===== config.mk =====
export PLATFORM = sky130hd
export DESIGN_NAME = dramc_top
export DESIGN_NICKNAME = d
export VERILOG_FILES = /design/src/rtl/dramc_pkg.sv /design/src/rtl/dramc_addr_split.sv /design/src/rtl/dramc_refresh_timer.sv /design/src/rtl/dramc_seq.sv /design/src/rtl/dramc_top.sv
export SDC_FILE = /design/constraint.sdc
export NUM_CORES = 1
export LEC_CHECK = 0
export ABC_AREA = 1
export BUFFER_PORTS_ARGS = -buffer_cell sky130_fd_sc_hd__clkbuf_2
export CAP_MARGIN = 30
export CORE_MARGIN = 2
export CORE_UTILIZATION = 54
export CTS_BUF_LIST = sky130_fd_sc_hd__clkbuf_4 sky130_fd_sc_hd__clkbuf_8
export DETAILED_ROUTE_END_ITERATION = 6
export PLACE_DENSITY = 0.79
export SYNTH_ARGS = -nofsm -noshare
export SYNTH_HDL_FRONTEND = slang
export SYNTH_SLANG_ARGS = --single-unit

===== constraint.sdc =====
create_clock -name clk -period 1.6 [get_ports clk]
set_input_delay 0.16 -clock clk [delete_from_list [all_inputs] [get_ports clk]]
set_output_delay 0.16 -clock clk [all_outputs]
set_load 0.01 [all_outputs]

===== src/rtl/dramc_pkg.sv =====
package dramc_pkg;
  typedef enum logic [2:0] {
    ST_IDLE,
    ST_RCD,
    ST_CAS,
    ST_OPEN,
    ST_PRE,
    ST_REF,
    ST_RFP
  } dramc_state_e;
endpackage


===== src/rtl/dramc_addr_split.sv =====
module dramc_addr_split #(
  parameter int COL_W = 10,
  parameter int ROW_W = 10,
  parameter int CS_W  = 4,
  localparam int AW   = CS_W + ROW_W + COL_W,
  localparam int NCS  = 2 ** CS_W
) (
  input  logic [AW-1:0]    addr,
  output logic [COL_W-1:0] col,
  output logic [ROW_W-1:0] row,
  output logic [CS_W-1:0]  sel,
  output logic [NCS-1:0]   sel_n
);
  assign col = addr[COL_W-1:0];
  assign row = addr[COL_W +: ROW_W];
  assign sel = addr[COL_W+ROW_W +: CS_W];

  for (genvar g = 0; g < NCS; g++) begin : g_dec
    assign sel_n[g] = (sel != CS_W'(g));
  end
endmodule


===== src/rtl/dramc_refresh_timer.sv =====
module dramc_refresh_timer #(
  parameter int REF_CYC = 200,
  parameter int ROW_W   = 10,
  localparam int TW     = $clog2(REF_CYC + 1)
) (
  input  logic             clk,
  input  logic             rst,
  input  logic             ref_take,
  output logic             ref_pend,
  output logic [ROW_W-1:0] ref_row
);
  logic [TW-1:0] tick;
  logic          wrap;

  assign wrap = (tick == TW'(REF_CYC - 1));

  always_ff @(posedge clk) begin
    if (rst) begin
      tick     <= '0;
      ref_pend <= 1'b0;
      ref_row  <= '0;
    end else begin
      tick <= wrap ? '0 : tick + 1'b1;
      if (ref_take) begin
        ref_pend <= 1'b0;
        ref_row  <= ref_row + 1'b1;
      end
      if (wrap) ref_pend <= 1'b1;
    end
  end
endmodule


===== src/rtl/dramc_seq.sv =====
module dramc_seq
  import dramc_pkg::*;
#(
  parameter int COL_W = 10,
  parameter int ROW_W = 10,
  parameter int CS_W  = 4,
  parameter int DW    = 8,
  parameter int T_RCD = 3,
  parameter int T_CL  = 2,
  parameter int T_RP  = 2,
  parameter int T_RAS = 3,
  localparam int NCS  = 2 ** CS_W,
  localparam int BW   = (ROW_W > COL_W) ? ROW_W : COL_W,
  localparam int TMX1 = (T_RCD > T_CL) ? T_RCD : T_CL,
  localparam int TMX2 = (T_RP > T_RAS) ? T_RP : T_RAS,
  localparam int TMAX = (TMX1 > TMX2) ? TMX1 : TMX2,
  localparam int CW   = $clog2(TMAX + 1)
) (
  input  logic             clk,
  input  logic             rst,
  input  logic             req_valid,
  output logic             req_ready,
  input  logic             req_we,
  input  logic [DW-1:0]    req_wdata,
  input  logic [COL_W-1:0] req_col,
  input  logic [ROW_W-1:0] req_row,
  input  logic [CS_W-1:0]  req_sel,
  input  logic [NCS-1:0]   req_sel_n,
  input  logic             ref_pend,
  input  logic [ROW_W-1:0] ref_row,
  output logic             ref_take,
  output logic             rd_valid,
  output logic [DW-1:0]    rd_data,
  output logic [NCS-1:0]   dram_cs_n,
  output logic             dram_ras_n,
  output logic             dram_cas_n,
  output logic             dram_we_n,
  output logic [BW-1:0]    dram_addr,
  output logic [DW-1:0]    dram_dq_out,
  output logic             dram_dq_oe,
  input  logic [DW-1:0]    dram_dq_in
);
  dramc_state_e     st;
  logic [CW-1:0]    cnt;
  logic [COL_W-1:0] a_col;
  logic [ROW_W-1:0] a_row;
  logic [CS_W-1:0]  a_sel;
  logic [NCS-1:0]   a_sel_n;
  logic             a_we;
  logic [DW-1:0]    a_data;
  logic             pre_to_ref;
  logic             page_hit;
  logic             accept;

  assign req_ready = ((st == ST_IDLE) || (st == ST_OPEN)) && !ref_pend;
  assign accept    = req_ready && req_valid;
  assign page_hit  = (req_row == a_row) && (req_sel == a_sel);
  assign ref_take  = ((st == ST_IDLE) && ref_pend) ||
                     ((st == ST_PRE) && (cnt == '0) && pre_to_ref);

  always_ff @(posedge clk) begin
    if (rst) begin
      st          <= ST_IDLE;
      cnt         <= '0;
      dram_ras_n  <= 1'b1;
      dram_cas_n  <= 1'b1;
      dram_we_n   <= 1'b1;
      dram_cs_n   <= '1;
      dram_addr   <= '0;
      dram_dq_out <= '0;
      dram_dq_oe  <= 1'b0;
      rd_valid    <= 1'b0;
      rd_data     <= '0;
      a_col       <= '0;
      a_row       <= '0;
      a_sel       <= '0;
      a_sel_n     <= '1;
      a_we        <= 1'b0;
      a_data      <= '0;
      pre_to_ref  <= 1'b0;
    end else begin
      rd_valid <= 1'b0;
      if (accept) begin
        a_col   <= req_col;
        a_row   <= req_row;
        a_sel   <= req_sel;
        a_sel_n <= req_sel_n;
        a_we    <= req_we;
        a_data  <= req_wdata;
      end
      if (ref_take) begin
        dram_ras_n <= 1'b0;
        dram_cs_n  <= '0;
        dram_addr  <= BW'(ref_row);
        cnt        <= CW'(T_RAS - 1);
        st         <= ST_REF;
      end else begin
        unique case (st)
          ST_IDLE: if (accept) begin
            dram_ras_n <= 1'b0;
            dram_cs_n  <= req_sel_n;
            dram_addr  <= BW'(req_row);
            cnt        <= CW'(T_RCD - 1);
            st         <= ST_RCD;
          end
          ST_RCD: if (cnt == '0) begin
            dram_cas_n  <= 1'b0;
            dram_addr   <= BW'(a_col);
            dram_we_n   <= ~a_we;
            dram_dq_oe  <= a_we;
            dram_dq_out <= a_data;
            cnt         <= CW'(T_CL - 1);
            st          <= ST_CAS;
          end else cnt <= cnt - 1'b1;
          ST_CAS: if (cnt == '0) begin
            dram_cas_n <= 1'b1;
            dram_we_n  <= 1'b1;
            dram_dq_oe <= 1'b0;
            if (!a_we) begin
              rd_valid <= 1'b1;
              rd_data  <= dram_dq_in;
            end
            st <= ST_OPEN;
          end else cnt <= cnt - 1'b1;
          ST_OPEN: if (ref_pend) begin
            dram_ras_n <= 1'b1;
            pre_to_ref <= 1'b1;
            cnt        <= CW'(T_RP - 1);
            st         <= ST_PRE;
          end else if (accept) begin
            if (page_hit) begin
              dram_cas_n  <= 1'b0;
              dram_addr   <= BW'(req_col);
              dram_we_n   <= ~req_we;
              dram_dq_oe  <= req_we;
              dram_dq_out <= req_wdata;
              cnt         <= CW'(T_CL - 1);
              st          <= ST_CAS;
            end else begin
              dram_ras_n <= 1'b1;
              pre_to_ref <= 1'b0;
              cnt        <= CW'(T_RP - 1);
              st         <= ST_PRE;
            end
          end
          ST_PRE: if (cnt == '0) begin
            dram_ras_n <= 1'b0;
            dram_cs_n  <= a_sel_n;
            dram_addr  <= BW'(a_row);
            cnt        <= CW'(T_RCD - 1);
            st         <= ST_RCD;
          end else cnt <= cnt - 1'b1;
          ST_REF: if (cnt == '0) begin
            dram_ras_n <= 1'b1;
            dram_cs_n  <= '1;
            cnt        <= CW'(T_RP - 1);
            st         <= ST_RFP;
          end else cnt <= cnt - 1'b1;
          ST_RFP: if (cnt == '0) st <= ST_IDLE;
                  else cnt <= cnt - 1'b1;
          default: st <= ST_IDLE;
        endcase
      end
    end
  end
endmodule


===== src/rtl/dramc_top.sv =====
module dramc_top #(
  parameter int COL_W        = 10,
  parameter int ROW_W        = 10,
  parameter int CS_W         = 4,
  parameter int DW           = 8,
  parameter int T_RCD        = 3,
  parameter int T_CL         = 2,
  parameter int T_RP         = 2,
  parameter int T_RAS        = 3,
  parameter int CLK_MHZ      = 200,
  parameter int RETENTION_US = 64000,
  localparam int AW          = CS_W + ROW_W + COL_W,
  localparam int NCS         = 2 ** CS_W,
  localparam int BW          = (ROW_W > COL_W) ? ROW_W : COL_W,
  localparam int REF_CYC     = (CLK_MHZ * RETENTION_US) / (2 ** ROW_W)
) (
  input  logic           clk,
  input  logic           rst,
  input  logic           req_valid,
  output logic           req_ready,
  input  logic           req_we,
  input  logic [AW-1:0]  req_addr,
  input  logic [DW-1:0]  req_wdata,
  output logic           rd_valid,
  output logic [DW-1:0]  rd_data,
  output logic [NCS-1:0] dram_cs_n,
  output logic           dram_ras_n,
  output logic           dram_cas_n,
  output logic           dram_we_n,
  output logic [BW-1:0]  dram_addr,
  output logic [DW-1:0]  dram_dq_out,
  output logic           dram_dq_oe,
  input  logic [DW-1:0]  dram_dq_in
);
  logic [COL_W-1:0] s_col;
  logic [ROW_W-1:0] s_row;
  logic [CS_W-1:0]  s_sel;
  logic [NCS-1:0]   s_sel_n;
  logic             ref_pend;
  logic             ref_take;
  logic [ROW_W-1:0] ref_row;

  dramc_addr_split #(.COL_W(COL_W), .ROW_W(ROW_W), .CS_W(CS_W)) u_split (
    .addr(req_addr), .col(s_col), .row(s_row), .sel(s_sel), .sel_n(s_sel_n)
  );

  dramc_refresh_timer #(.REF_CYC(REF_CYC), .ROW_W(ROW_W)) u_ref (
    .clk(clk), .rst(rst), .ref_take(ref_take), .ref_pend(ref_pend), .ref_row(ref_row)
  );

  dramc_seq #(
    .COL_W(COL_W), .ROW_W(ROW_W), .CS_W(CS_W), .DW(DW),
    .T_RCD(T_RCD), .T_CL(T_CL), .T_RP(T_RP), .T_RAS(T_RAS)
  ) u_seq (
    .clk(clk), .rst(rst),
    .req_valid(req_valid), .req_ready(req_ready), .req_we(req_we), .req_wdata(req_wdata),
    .req_col(s_col), .req_row(s_row), .req_sel(s_sel), .req_sel_n(s_sel_n),
    .ref_pend(ref_pend), .ref_row(ref_row), .ref_take(ref_take),
    .rd_valid(rd_valid), .rd_data(rd_data),
    .dram_cs_n(dram_cs_n), .dram_ras_n(dram_ras_n), .dram_cas_n(dram_cas_n),
    .dram_we_n(dram_we_n), .dram_addr(dram_addr), .dram_dq_out(dram_dq_out),
    .dram_dq_oe(dram_dq_oe), .dram_dq_in(dram_dq_in)
  );
endmodule


# Word level (Yosys, flattened, before mapping)
# Index checks and enable logic that the tools add are counted.
# totals
inputBits	44
ff_bits	127
output_inout_bits	48
# classes
add_sub_neg	3
bitwise_logic	5
n_eq_ne	48
n_mux	65
n_reduce_logical	37
# ops
op	n
2-to-1 mux 10 bit	7
2-to-1 mux 16 bit	4
one-hot mux 16 bit (3 select lines)	1
one-hot mux 10 bit (4 select lines)	1
!= test 4 bit, second input constant	9
2-to-1 mux 8 bit	4
2-to-1 mux 3 bit	10
AND reduction 7 bit	4
2-to-1 mux 1 bit	24
!= test 3 x 2 -> 1 bit, second input constant	8
one-hot mux 3 bit (7 select lines)	1
!= test 4 x 3 -> 1 bit, second input constant	5
AND reduction 4 bit	5
one-hot mux 8 bit (2 select lines)	1
nonzero test 5 bit	3
adder 14 x 1 -> 14 bit, second input constant	1
equality test 14 bit, second input constant	1
2-to-1 mux 2 bit	7
!= test 2 x 1 -> 1 bit, second input constant	7
AND reduction 6 bit	2
adder 10 x 1 -> 10 bit, second input constant	1
equality test 10 bit	1
one-hot mux 2 bit (5 select lines)	1
equality test 3 bit, second input constant	3
other kinds (22)	47

# Depth between registers and ports, before layout
# Gate-level depths: netlist of the first run.
# depth
word_depth	8
depth_mapped	13
ltp_nobuf	12

# Hierarchy
# From an unflattened synthesis of the first run, not the netlist that was laid out.
# unflattened
cells_unflattened	999
area_unflattened_um2	6797.8
# by_module_without_submodules
module	area_each_um2	instances	cells_per_inst	seq_area_each_um2
dramc_seq	5270.1	1	768	2042.0
dramc_refresh_timer	1224.9	1	177	500.5
dramc_addr_split	302.8	1	54	0.0

# Worst setup path after synthesis of the first run
# OpenSTA, ideal clock, no wires.
# synth_path
path_type	register to register
start	reg u_seq.cnt[0]
end	reg u_seq.dram_cs_n[10]
slack_ns	-0.139
stages_incl_launch_ff	11
period_less_slack_ns	1.739
arrival_time_ns	1.606
path_cell_list	dfxtp_1 inv_1 ha_1 nand4_1 nand4_1 nand2_1 nor3_4 inv_2 buf_2 nand2_1 nand3_1
# synth_via
elab_chain_cells	6
elab_cells_between_ends	10
# synth_rtl
element	line_no	rtl
start: declaration	dramc_seq.sv:44	logic [CW-1:0] cnt;
start signal: assignment	dramc_seq.sv:95	cnt <= CW'(T_RAS - 1);
start signal: assignment	dramc_seq.sv:103	cnt <= CW'(T_RCD - 1);
start signal: assignment	dramc_seq.sv:112	cnt <= CW'(T_CL - 1);
logical NOT 2 bit (*)	dramc_seq.sv:59, dramc_seq.sv:146, dramc_seq.sv:153	
logical AND 1 bit (2 in series)	dramc_seq.sv:59	((st == ST_PRE) && (cnt == '0) && pre_to_ref);
logical OR 1 bit	dramc_seq.sv:58	assign ref_take = ((st == ST_IDLE) && ref_pend) ||
!= test 3 x 2 -> 1 bit (no source line), or another cell as far along	--	
AND reduction 4 bit (no source line)	--	
end signal: assignment	dramc_seq.sv:101	dram_cs_n <= req_sel_n;
end signal: assignment	dramc_seq.sv:148	dram_cs_n <= a_sel_n;
end: declaration	dramc_seq.sv:34	output logic [NCS-1:0] dram_cs_n,
# Every way passes the cells marked *; elsewhere a longest branch is shown, timed or not.
# A chain may end at the register's enable or synchronous reset.

# Worst setup path in the final report of the first run
# layout_path
start	reg u_seq.st[0]
end	reg u_ref.ref_row[3]
# layout_via
elab_chain_cells	4
elab_cells_between_ends	6
# layout_rtl
element	line_no	rtl
start: declaration	dramc_seq.sv:43	dramc_state_e st;
start signal: assignment	dramc_seq.sv:63	st <= ST_IDLE;
start signal: assignment	dramc_seq.sv:96	st <= ST_REF;
start signal: assignment	dramc_seq.sv:104	st <= ST_RCD;
equality test 3 bit	dramc_seq.sv:59	
logical AND 1 bit (2 in series)	dramc_seq.sv:59	
logical OR 1 bit (*)	dramc_seq.sv:58	
end signal: assignment	dramc_refresh_timer.sv:26	ref_row <= ref_row + 1'b1;
end: declaration	dramc_refresh_timer.sv:10	output logic [ROW_W-1:0] ref_row
# Marks and branches as above.

==> results.cfg, run 1 <==
[yosys]
synth_async_sr_flop_share = 0
synth_edf_count = 0
synthTopCellsByArea = dfxtp_1 (41%), nand2_1 (14%), nor2_1 (6.9%), a21oi_1 (6.5%), inv_1 (6.4%)
synthCells = 947
ys_warn_count = 0
syn_nets = 996
ys.flop_type = dfxtp_1
syn_area_um2 = 6230
yosysUniqueCellTypes = 35
ys_ff_latch = 127
yosysSeqAreaShare = 0.408
synth_most_common_cell = nand2_1
netlist.area_leader.share = 0.408
synth_commonest_cells = nand2_1 (230), dfxtp_1 (127), nor2_1 (114)
synth_top_cell_by_area = dfxtp_1
avgSynthCellArea_um2 = 6.58

[worst_setup_path]
crit_fanout = 6
worstSetupEndpointType = register
worst-endpoint-required_ns = 1.98
crit_type = register to register
cp_data_arrival_time_ns = 2.15
start_kind = register

[clocking]
cts.sinks = 127
root_buffer = clkbuf_8
clkLatencyLatePin_ns = 0.45
path_clk_slew_ns = 0.07
cts_tree = done
htreeDepth = 4
numCtsBuffers = 17
cts.path.max_buffers = 2

[routing]
wl_mm = 18.2
drt_iter0_drc = 626
via_per_inst = 5.29
drt_first_pass_iters = 7
vias = 6843
drc_errors = 0
drtAntennaViolNets = 0
wl_per_cell_um = 14.0

[finish]
drive_above_1_share = 0.275
n_antenna_cell = 0
syn_to_final_growth_pct = 37.5
final_cells = 1294
fin_nets = 1188
fin_util = 0.757

[sta]
finalClockSkew_ns = 0.0106
layout_setup_ws_ns = -0.168
fin_crit_sh = 1.10
hold-worst-slack_ns = 0.0171
tightest_slew_ns = 0.429
setup_viol = 48
fmax_mhz = 566
setup-tns-final_ns = -4.27
fin_crit_ns = 1.77
slew_headroom = 0.712
hold_violations = 0
rsz0062_at_grt = true
slew_viol_final = 0

[floorplanning]
core_um2 = 11300
rows = 39
die_h_um = 111
die_w_um = 111
start_util = 0.551
ios = 92
die-area_um2 = 12400

[worst_hold_path]
hold_path.class = input port to register

[global_routing]
grt_max_degree = 65
gr-usage-all-layers = 0.279
grt_pass1_wl_mm = 28.6
grt_pass1_vias = 6433
antenna_found_initial = 0
overflow = 0

[placement]
pre_cts_ws_ns = -0.129
dp.cells = 1223
hpwl_mm = 11.6
place.gp.congestion = 0.934
port_buffers = 91

[power_and_ir_drop]
ir_worst_vdd_mv = 1.08
p_per_area_nw_per_um2 = 1630
leakagePower_nw = 3.99

[status]
violations = setup timing
status = finished, violations left

[run]
drv_cap = 0
## cells in the final DEF, fill, tap and decap left out, types with 3 or more instances in the layout
cell type,n
a211oi_1,3
a21oi_1,67
a21oi_2,14
buf_12,5
buf_4,86
buf_6,12
clkbuf_2,90
clkbuf_8,19
clkinv_2,3
clkinvlp_4,4
dfxtp_1,117
dfxtp_2,8
dlygate4sd3_1,22
ha_1,4
inv_1,103
inv_2,7
inv_4,3
nand2_1,220
nand2_2,9
nand2_4,6
nand3_1,65
nand3_2,5
nand3_4,3
nand4_1,38
nor2_1,94
nor2_2,10
nor2_4,12
nor3_1,8
o21ai_0,40
o21ai_1,22
o22ai_1,16
xnor2_1,3
xor2_1,3
## layer usage
metal / share of wire / wire length (um) / global-route usage / up-vias
met5: 0 / 0 / 0 / -
met4: 0.016 / 294 / 0.114 / 0
met3: 0.055 / 1010 / 0.0751 / 24
met2: 0.50 / 9020 / 0.465 / 192
met1: 0.43 / 7850 / 0.345 / 3160
li1: - / - / - / 3467
## final timing paths
path                                       start               end  slack, ns  cells after the start
worst min register to register  u_seq.rd_data[3]  u_seq.rd_data[3]       0.44                      2
worst max register to register       u_seq.st[0]  u_ref.ref_row[3]      -0.17                     11
worst max-delay path                 u_seq.st[0]  u_ref.ref_row[3]      -0.17                     11
worst min-delay path                 req_addr[1]    u_seq.a_col[1]       0.02                      3
## kinds of logic after synthesis
group	after synthesis	synth area share
AOI/OAI and AO/OA	169	0.145
xor gates and xnor gates	6	0.00843
adders and majority gates	5	0.0100
buffers and inverters	164	0.101
DFF	127	0.408
and+or+nand+nor	476	0.328
## layout make-up
cell class / count / area [um2]
Clock inverter: 10 / 114
Fill cell: 858 / 2750
Clock buffer: 21 / 277
Multi-Input combinational cell: 656 / 3340
Timing Repair inverter: 1 / 6.26
Tap cell: 143 / 179
Timing Repair Buffer: 221 / 1640
Sequential cell: 127 / 2560
Inverter: 115 / 449
## through the flow
step	cell area, um2	power (mW)
after CTS	8180	13.1
after detailed placement	7420	10.1
after global placement	7420	9.97
after floorplan	6260	8.03
after global routing	8570	14.9
final	8570	13.9
## critical path: stages, from the launching register on
cell	delay [ns]
dfxtp_4	0.37
nor2_4	0.20
nand2_4	0.10
inv_2	0.08
nand2_1	0.10
nand2_4	0.11
inv_6	0.05
buf_12	0.14
nor2_4	0.11
nand3_2	0.12
buf_4	0.16
a21oi_1	0.14
## registers in the layout (all words and copies together) (netlist names), 10 cells and up
signal           flops
u_ref.ref_row       10
u_ref.tick          14
u_seq.a_col         10
u_seq.a_row         10
u_seq.a_sel_n       16
u_seq.dram_addr     10
u_seq.dram_cs_n     16
## report_power, final
group	total (mW)	switching, mW	internal (mW)
clock	2.77	1.29	1.48
sequential	4.42	0.446	3.98
combinational	6.73	3.81	2.93
total	13.9	5.54	8.39
## timing repair
action | in CTS | in global routing
pin swaps | 7 | 36
cloned | 0 | 4
hold buffers | 22 | 0
buffers inserted | 5 | 9
endpoints found under the hold margin | 22 | 0
resized for setup | 32 | 80
setup endpoints to repair | 49 | 105
(Power assumes the default switching activity.)
==> inputs of run 2 (changes only) <==
- BUFFER_PORTS_ARGS: -buffer_cell sky130_fd_sc_hd__clkbuf_2 -> unset
- CAP_MARGIN: 30 -> unset
- CORE_UTILIZATION: 54 -> 55
- DONT_BUFFER_PORTS: unset -> 1
- PLACE_DENSITY: 0.79 -> 0.73
==> run 2 against run 1 <==
  * The run still ends with setup timing left
  * Highest routed layer unchanged
  * Critical path depth is 3 lower
  * Non-clock buffer count fell by 102
  * First-iteration DRC count is 16% higher
==> results.cfg, run 2 (synthesis gave the netlist of run 1 again) <==
[sta]
finalClockSkew_ns = 0.0151
setup_viol = 43
fin_crit_ns = 1.69
fin_crit_sh = 1.05
fmax_mhz = 593
layout_setup_ws_ns = -0.0875
hold_violations = 0
slew_viol_final = 0
rsz0062_at_grt = true
slew_headroom = 0.430
tightest_slew_ns = 0.852

[worst_setup_path]
worstPathCellList = nor2_4 -> buf_4 -> buf_4 -> nor2_1 -> nor3_4 -> inv_4 -> nand2_1 -> nand3_1
worst-endpoint-required_ns = 1.90
critical_path.top_delay_family = simple AND/OR/NAND/NOR gates
crit_fanout = 16
worstSetupEndpointType = register
crit_type = register to register
cp_data_arrival_time_ns = 1.98
slowest_delay_ns = 0.38
worst_path_max_delay_cell = dfxtp_4
crit_buf_inv = 3
start_kind = register
critPathMostFrequentCell = buf_4

[finish]
fin_nets = 1086
largestRegisters = u_seq.a_sel_n (16), u_seq.dram_cs_n (16), u_ref.tick (14)
layout_common_cells = nand2_1 (220), dfxtp_1 (114), inv_1 (101)
final_cells = 1189
fin_util = 0.732
drive_above_1_share = 0.183
mostFrequentLayoutCell = nand2_1
syn_to_final_growth_pct = 28.5
n_antenna_cell = 0

[floorplanning]
rows = 38
ios = 92
die_h_um = 110
die-area_um2 = 12200
start_util = 0.570
die_w_um = 110
core_um2 = 10900

[routing]
drc_errors = 0
drt_iter0_drc = 727
vias = 6622
drt_first_pass_iters = 5
drtAntennaViolNets = 0
wl_per_cell_um = 15.4
via_per_inst = 5.57
wl_mm = 18.3

[placement]
dp.cells = 1104
place.gp.congestion = 0.908
port_buffers = 0
hpwl_mm = 11.8
pre_cts_ws_ns = -0.203

[clocking]
cts.sinks = 127
htreeDepth = 4
root_buffer = clkbuf_8
cts_tree = done
clkLatencyLatePin_ns = 0.46
cts.path.max_buffers = 2
path_clk_slew_ns = 0.07
numCtsBuffers = 17

[global_routing]
grt_max_degree = 49
grt_pass1_wl_mm = 29.5
overflow = 0
antenna_found_initial = 0
gr-usage-all-layers = 0.292
grt_pass1_vias = 6262

[run]
drv_cap = 0

[power_and_ir_drop]
leakagePower_nw = 3.56
ir_worst_vdd_mv = 0.980
p_per_area_nw_per_um2 = 1680

[status]
status = finished, violations left
violations = setup timing

[worst_hold_path]
hold_path.class = input port to register
==> run 2: layer usage <==
layer	up-vias	share of wire	GRT usage	wire [um]
met4	0	0.024	0.108	442
met2	279	0.48	0.481	8870
met1	3023	0.42	0.370	7780
li1	3267	-	-	-
met3	53	0.068	0.0752	1240
met5	-	0	0	0
==> run 2: worst paths after layout <==
path	from	to	slack (ns)	cells past startpoint
max	u_seq.st[0]	u_seq.dram_cs_n[9]	-0.09	8
min	req_addr[23]	u_seq.a_sel_n[15]	0.03	3
max reg2reg	u_seq.st[0]	u_seq.dram_cs_n[9]	-0.09	8
min reg2reg	u_ref.tick[0]	u_ref.tick[0]	0.43	1
==> run 2: worst register-to-register path: cells and delay by family (launching register included) <==
family / cells / cell delay (ns)
buffers and inverters: 3 / 0.45
and+or+nand+nor: 5 / 0.72
DFF: 1 / 0.38
==> run 2: timing repair <==
action | 4_1_cts | 5_1_grt
resized for setup | 37 | 60
endpoints found under the setup margin | 55 | 83
pin swaps | 7 | 14
hold buffers | 42 | 1
setup buffers | 3 | 7
cloned | 2 | 0
hold endpoints to repair | 77 | 19
==> run 2: final cells by class <==
type | count | area (um2)
multi-input cells | 657 | 3310
fillers | 876 | 2930
flip-flops and latches | 127 | 2560
repair buffers | 119 | 1100
inverters | 115 | 437
clock buffers | 26 | 345
well taps | 140 | 175
clock inverters | 5 | 75.1
==> run 2: stage by stage <==
step | TNS, ns | total power [mW] | hold slack, ns | cell area (um2)
after floorplan | -1.25 | 8.03 | 0.303 | 6260
after global placement | -1.73 | 9.54 | 0.233 | 6790
after detailed placement | -4.87 | 9.72 | 0.235 | 6790
after CTS | -0.287 | 13.0 | -0.261 | 7780
after global routing | -6.25 | 14.3 | 0.0401 | 8010
final | -1.57 | 13.5 | 0.0347 | 8010
==> run 2: report_power, final <==
group	internal, mW	switching, mW	total (mW)
Sequential	3.99	0.669	4.66
Clock	1.70	1.23	2.92
Combinational	2.44	3.43	5.87
